File: src/rtl/irq_select_pkg.sv
package irq_select_pkg;
    localparam int unsigned BIT_SSW  = 1;
    localparam int unsigned BIT_MSW  = 3;
    localparam int unsigned BIT_STMR = 5;
    localparam int unsigned BIT_MTMR = 7;
    localparam int unsigned BIT_SEXT = 9;
    localparam int unsigned BIT_MEXT = 11;
    localparam int unsigned FIRST_CUSTOM = BIT_MEXT + 1;

    localparam logic [1:0] PRV_USER  = 2'd0;
    localparam logic [1:0] PRV_SUPER = 2'd1;
    localparam logic [1:0] PRV_MACH  = 2'd3;
endpackage

File: src/rtl/irq_elig.sv
module irq_elig
    import irq_select_pkg::*;
#(
    parameter int unsigned NIRQ = 16
) (
    input  logic [NIRQ-1:0] pend_i,
    input  logic [NIRQ-1:0] en_i,
    input  logic [NIRQ-1:0] deleg_i,
    input  logic [1:0]      priv_i,
    input  logic            mie_i,
    input  logic            sie_i,
    input  logic            debug_i,
    output logic [NIRQ-1:0] cand_o
);
    logic            m_on;
    logic            s_on;
    logic [NIRQ-1:0] live;
    logic [NIRQ-1:0] m_set;
    logic [NIRQ-1:0] s_set;

    always_comb begin
        m_on  = (priv_i != PRV_MACH) || mie_i;
        s_on  = (priv_i == PRV_USER) || ((priv_i == PRV_SUPER) && sie_i);
        live  = pend_i & en_i;
        m_set = m_on ? (live & ~deleg_i) : '0;
        s_set = s_on ? (live & deleg_i) : '0;
        if (debug_i)
            cand_o = '0;
        else if (m_set != '0)
            cand_o = m_set;
        else
            cand_o = s_set;
    end
endmodule

File: src/rtl/irq_prio.sv
module irq_prio
    import irq_select_pkg::*;
#(
    parameter int unsigned NIRQ = 16,
    localparam int unsigned IDXW = $clog2(NIRQ)
) (
    input  logic [NIRQ-1:0] cand_i,
    output logic            found_o,
    output logic [IDXW-1:0] idx_o
);
    localparam logic [NIRQ-1:0] ONE = NIRQ'(1);
    localparam logic [NIRQ-1:0] CUSTOM_M = {NIRQ{1'b1}} << FIRST_CUSTOM;
    localparam logic [NIRQ-1:0] EXT_M = (ONE << BIT_MEXT) | (ONE << BIT_SEXT);
    localparam logic [NIRQ-1:0] SW_M  = (ONE << BIT_MSW)  | (ONE << BIT_SSW);
    localparam logic [NIRQ-1:0] TMR_M = (ONE << BIT_MTMR) | (ONE << BIT_STMR);

    logic [NIRQ-1:0] grp;

    always_comb begin
        if ((cand_i & CUSTOM_M) != '0)
            grp = cand_i & CUSTOM_M;
        else if ((cand_i & EXT_M) != '0)
            grp = cand_i & EXT_M;
        else if ((cand_i & SW_M) != '0)
            grp = cand_i & SW_M;
        else
            grp = cand_i & TMR_M;

        found_o = (grp != '0);
        idx_o   = '0;
        for (int i = NIRQ - 1; i >= 0; i--) begin
            if (grp[i])
                idx_o = IDXW'(i);
        end
    end
endmodule

File: src/rtl/irq_select.sv
module irq_select
    import irq_select_pkg::*;
#(
    parameter int unsigned XLEN = 32,
    parameter int unsigned NIRQ = 16
) (
    input  logic            clk,
    input  logic            rst_n,
    input  logic [NIRQ-1:0] pend_i,
    input  logic [NIRQ-1:0] en_i,
    input  logic [NIRQ-1:0] deleg_i,
    input  logic [1:0]      priv_i,
    input  logic            mie_i,
    input  logic            sie_i,
    input  logic            debug_i,
    input  logic            stall_i,
    output logic            take_o,
    output logic [XLEN-1:0] cause_o
);
    localparam int unsigned IDXW = $clog2(NIRQ);

    typedef struct packed {
        logic            take;
        logic [XLEN-1:0] cause;
    } out_t;

    logic [NIRQ-1:0] cand;
    logic            found;
    logic [IDXW-1:0] idx;
    out_t            st_d;
    out_t            st_q;

    irq_elig #(.NIRQ(NIRQ)) u_elig (
        .pend_i  (pend_i),
        .en_i    (en_i),
        .deleg_i (deleg_i),
        .priv_i  (priv_i),
        .mie_i   (mie_i),
        .sie_i   (sie_i),
        .debug_i (debug_i),
        .cand_o  (cand)
    );

    irq_prio #(.NIRQ(NIRQ)) u_prio (
        .cand_i  (cand),
        .found_o (found),
        .idx_o   (idx)
    );

    always_comb begin
        st_d = st_q;
        if (!stall_i) begin
            st_d.take  = found;
            st_d.cause = '0;
            if (found) begin
                st_d.cause[XLEN-1]   = 1'b1;
                st_d.cause[IDXW-1:0] = idx;
            end
        end
    end

    always_ff @(posedge clk) begin
        if (!rst_n)
            st_q <= '0;
        else
            st_q <= st_d;
    end

    assign take_o  = st_q.take;
    assign cause_o = st_q.cause;
endmodule

File: config.mk
export PLATFORM = sky130hd
export DESIGN_NAME = irq_select
export DESIGN_NICKNAME = d
export VERILOG_FILES = /design/src/rtl/irq_select_pkg.sv /design/src/rtl/irq_elig.sv /design/src/rtl/irq_prio.sv /design/src/rtl/irq_select.sv
export SDC_FILE = /design/constraint.sdc
export NUM_CORES = 1
export LEC_CHECK = 0
export CORE_MARGIN = 1
export CORE_UTILIZATION = 35
export CTS_BUF_LIST = sky130_fd_sc_hd__clkbuf_16
export DETAILED_ROUTE_END_ITERATION = 8
export DONT_BUFFER_PORTS = 1
export GPL_ROUTABILITY_DRIVEN = 1
export GPL_TIMING_DRIVEN = 0
export MAX_ROUTING_LAYER = met4
export PLACE_DENSITY = 0.53
export REMOVE_ABC_BUFFERS = 1
export SYNTH_ARGS = -nofsm -noshare
export SYNTH_HDL_FRONTEND = slang
export SYNTH_SLANG_ARGS = --single-unit
File: constraint.sdc
create_clock -name clk -period 2.7 [get_ports clk]
set_input_delay 0.54 -clock clk [delete_from_list [all_inputs] [get_ports clk]]
set_output_delay 0.54 -clock clk [all_outputs]
set_load 0.01 [all_outputs]
Word-level counts from Yosys, hierarchy flattened. Index checks and enable logic that the tools add are counted.

Equality and inequality tests: 2. Muxes and demuxes: 25. Bitwise gates (word level): 4. Reductions and logical operators: 9.

Operator list (count): 16-bit 2-to-1 mux (5); 16-bit nonzero test (5); 4-bit 2-to-1 mux (17); 16-bit AND (3); 16-bit NOT (1); 12-bit 2-to-1 mux (1); 8-bit 2-to-1 mux (1); 2-bit by 1-bit == test with 1-bit output (second input constant) (1); 2-bit zero test (1); 1-bit logical OR (2); 2-bit != test (second input constant) (1); 1-bit logical AND (1); 1-bit 2-to-1 mux (1).

Register bits: 6. Word-level logic and storage cells: 42.

Depth between registers and ports, before layout.
Word-level depth: 27. Mapped depth: 8. Depth with buffers taken out: 8.

Hierarchy. From an unflattened synthesis, not the netlist that was laid out.

Cell total of the unflattened synthesis: 155. Area total of the unflattened synthesis: 1018.5 um^2.

By module, submodules not included: irq_elig (times used 1, cells an instance 87, area an instance 467.9 um^2, sequential area each 0.0 um^2); irq_select (times used 1, cells an instance 50, area an instance 417.9 um^2, sequential area each 100.1 um^2); irq_prio (times used 1, cells an instance 18, area an instance 132.6 um^2, sequential area each 0.0 um^2).

Worst setup path after synthesis. Ideal clock, no wire load.

Path kind: input to register. From: input port deleg_i[2]. To: register st_q, in the netlist cause_o[1]. Data arrival time: 2.078 ns. Data required time: 2.574 ns. Path slack: 0.496 ns. Stages: 8. Cells stage by stage: nand3b_1 o2111ai_4 nor4_4 and2_2 a31oi_1 or4_1 nor3_1 o31ai_1.

Cells in the longest elaborated chain, start to end: 25.

Ends and longest elaborated chain: from (decl) (RTL line irq_select.sv:11) `input logic [NIRQ-1:0] deleg_i,`; 16-bit NOT * (RTL line irq_elig.sv:25) `m_set = m_on ? (live & ~deleg_i) : '0;`; 16-bit AND * (RTL line irq_elig.sv:25); 16-bit 2-to-1 mux * (RTL line irq_elig.sv:25); 16-bit nonzero test * (RTL line irq_elig.sv:29) `else if (m_set != '0)`; 16-bit 2-to-1 mux * (RTL line irq_elig.sv:29); 16-bit 2-to-1 mux * (RTL line irq_elig.sv:27) `if (debug_i)`; 16-bit nonzero test (RTL line irq_prio.sv:20) `if ((cand_i & CUSTOM_M) != '0)`; 16-bit 2-to-1 mux * (RTL line irq_prio.sv:20); 4-bit 2-to-1 mux (16 in a row) (RTL line irq_prio.sv:32) `if (grp[i])`; 4-bit 2-to-1 mux * (RTL line irq_select.sv:55) `if (found) begin`; to (signal assigned) (RTL line irq_select.sv:66) `st_q <= st_d;`; to (decl) (RTL line irq_select.sv:31) `out_t st_q;`.

Every way passes the cells marked *; elsewhere a longest branch is shown, timed or not. A chain may end at the register's enable or synchronous reset.

Worst setup path after layout.
From: input port pend_i[12]. To: register st_q, in the netlist cause_o[0].

Cells in the longest elaborated chain, start to end: 25.

Ends and longest elaborated chain: from (decl) (RTL line irq_select.sv:9) `input logic [NIRQ-1:0] pend_i,`; 16-bit AND * (RTL line irq_elig.sv:24) `live = pend_i & en_i;`; 16-bit AND (RTL line irq_elig.sv:25); 16-bit 2-to-1 mux (RTL line irq_elig.sv:25); 16-bit nonzero test (RTL line irq_elig.sv:29); 16-bit 2-to-1 mux * (RTL line irq_elig.sv:29); 16-bit 2-to-1 mux * (RTL line irq_elig.sv:27); 16-bit nonzero test (RTL line irq_prio.sv:20); 16-bit 2-to-1 mux * (RTL line irq_prio.sv:20); 4-bit 2-to-1 mux (16 in a row) (RTL line irq_prio.sv:32); 4-bit 2-to-1 mux * (RTL line irq_select.sv:55).

Marked as above.

==> results.toml <==
[run_status]
outcome = "completed"

[global_routing]
busiest_layer = "met2"
grt_pass1_vias = 793
grt.met2_usage = 0.275
grtUsageMet1 = 0.175
grt_pass1_wl_mm = 3.25
gr-usage-met3 = 0.0139
grt_max_degree = 11
antenna_found_initial = 0
groute.usage.overall = 0.153
grt-ovfl-total = 0

[synth]
postSynthAreaPerCell_um2 = 7.15
synth_top_family_by_area = "simple AND/OR/NAND/NOR gates"
yosys-top-cells-count = "buf_4 (28), nand2_1 (19), nor2_1 (12), nand3_1 (8), dfxtp_1 (5)"
synth_edf_count = 0
synth-seq-cells = 5
synthesis.area_um2 = 972
post_synth_num_cell_types = 42
netlist_instances = 136
ys_warn_count = 0
async_reset_ff_frac = 0
yosysSeqAreaShare = 0.103
synthAdderAreaFrac = 0
synth_flop_cell = "dfxtp_1"
synth-simple-area-share = 0.393
synth_xor_area_frac = 0
synth.area.mux_share = 0.0219
netlist.area_leader.share = 0.216
synth_compound_area_frac = 0.241
post-synth-top-count-cell = "buf_4"
yosys.area.top_type = "buf_4"
synth_area_leaders = "buf_4 (22%), dfxtp_1 (10%), nand2_1 (7.3%), nor2_1 (4.6%), nor4_4 (4.4%)"

[job]
cap_violations = 0

[final_layout]
fillers = 281
drive_gt1_frac = 0.110
fin_util = 0.380
largest_reg_flops = 5
n_antenna_cell = 0
finalNonFillerCells = 166
nets = 193
area_growth_pct = -0.644

[timing]
fin_crit_ns = 2.26
finalCritPeriodShare = 0.838
max_freq_mhz = 442
setup_viol = 0
skew_ns = 0
worst_slew_pin_slew_ns = 0.669
drv_slew = 0
relSlewSlack = 0.554
finalHoldViolations = 0
fin_setup_tns_ns = 0
grt_setup_unrepaired = "no"

[drt]
drc = 0
wirelength_mm = 2.07
first_iter_violations = 14
ant_nets = 0
vias = 877
dr.pass1.iters = 4
routedWlPerCell_um = 12.5
viasPerCell = 5.28

[cts]
cts_root_buf = "clkbuf_16"
clock_latency_ns = 0.22
clock_sinks = 5
cts_made_buffers = 3
cts_setup_buffers = 0
path_clk_slew_ns = 0.03
cts_max_path_buffers = 2
postCtsResizedCells = 0
h-tree-depth = 1
cts_tree = "done"
holdBufCountCts = 0

[placed_design]
dp.cells = 162
dp_hpwl_mm = 1.82
place.gp.congestion = 0.770
port-buffer-count = 0

[setup_path]
critPathSlowestCell = "o41ai_1"
critPathLaunch = "pend_i[12]"
rrSetupSlack_ns = 1.94
worstReg2RegStart = "cause_o[0]$_SDFFE_PN0N_"
crit_type = "primary input to flop"
critical_path_arrival_ns = 2.38
reg2regPathDepth = 3
endpoint_kind = "flop"
critPathMaxFanout = 6
cp-start-kind = "primary input"
cp_slowest_stage_delay_ns = 0.55
cp_top_family = "compound AO/OA/AOI/OAI gates"
crit_required_ns = 2.82
crit_chain = "nand2_1 -> o22ai_2 -> nor4_4 -> or2b_1 -> a21oi_2 -> o41ai_1 -> o21ai_0 -> and2_1"
r2r-end = "cause_o[0]$_SDFFE_PN0N_"
critPathBufInv = 0

[die]
dieArea_um2 = 2990
coreArea_um2 = 2540
start_util = 0.382
rows = 18
fp.dieH_um = 54.7
io_pins = 89
die_w_um = 54.7

[pwr]
ir_drop_v = 0.000435
power_density_nw_per_um2 = 441
leakage_nw = 0.414
p_total_w = 0.000426

[min_path]
hp-class = "primary input to flop"
hold_path.startpoint = "rst_n"
hold_depth = 1
min_delay_worst_endpoint = "cause_o[0]$_SDFFE_PN0N_"
[per-layer routing]
layer  wire length (um)  vias up
li1                   -      447
met1                870      388
met2               1040       42
met3                159        0
met4                  0        0
met5                  0        -
[layout make-up]
class	instances	area, um2	area share
Sequential cell	5	100	0.104
Tap cell	30	37.5	0.0389
Multi-Input combinational cell	124	738	0.764
Clock inverter	1	3.75	0.00389
Clock buffer	3	75.1	0.0777
Inverter	3	11.3	0.0117
[worst register-to-register path, delay by kind of cell (launching register included)]
| family | cells | cell delay, ns |
|---|---|---|
| compound gates | 1 | 0.08 |
| flops | 1 | 0.33 |
| simple gates | 2 | 0.25 |
[worst max-delay path by stage]
stage,end,slack [ns],depth (start not counted)
after floorplan,cause_o[1]$_SDFFE_PN0N_,0.50,8
after global placement,cause_o[0]$_SDFFE_PN0N_,0.25,8
after detailed placement,cause_o[0]$_SDFFE_PN0N_,0.24,8
after CTS,cause_o[0]$_SDFFE_PN0N_,0.46,8
after global routing,cause_o[0]$_SDFFE_PN0N_,0.31,8
final,cause_o[0]$_SDFFE_PN0N_,0.44,8
[where the power goes]
part	internal [W]	switching (W)
logic	0.0000417	0.0000673
registers	0.0000779	0.00000420
clock network	0.000191	0.0000439
total	0.000311	0.000115
[cell usage in the layout, fill, tap and decap left out, types with 4 or more instances in the layout]
| cell type | n |
|---|---|
| a31oi_1 | 4 |
| inv_1 | 4 |
| nand2_1 | 19 |
| a21oi_1 | 4 |
| nor4_1 | 4 |
| nand3_1 | 8 |
| conb_1 | 27 |
| nor2_1 | 12 |
| dfxtp_1 | 5 |
| o22ai_1 | 4 |
[per-stage QoR]
| step | hold WS [ns] | setup slack, ns | instance area [um2] |
|---|---|---|---|
| 6_report | 0.438 | 0.438 | 966 |
| 3_3_place_gp | 0.525 | 0.254 | 887 |
| 3_5_place_dp | 0.527 | 0.240 | 887 |
| 4_1_cts | 0.434 | 0.460 | 966 |
| 2_1_floorplan | 0.493 | 0.496 | 850 |
| 5_1_grt | 0.435 | 0.314 | 966 |
[cell families (layout without fill, tap and decap cells)]
| family | Yosys count | count (layout) |
|---|---|---|
| AOI/OAI and AO/OA | 29 | 29 |
| other | 1 | 27 |
| muxes | 2 | 2 |
| and+or+nand+nor | 66 | 66 |
| DFF | 5 | 5 |
| buffers and inverters | 33 | 7 |
Power figures use the tool's default switching activity.
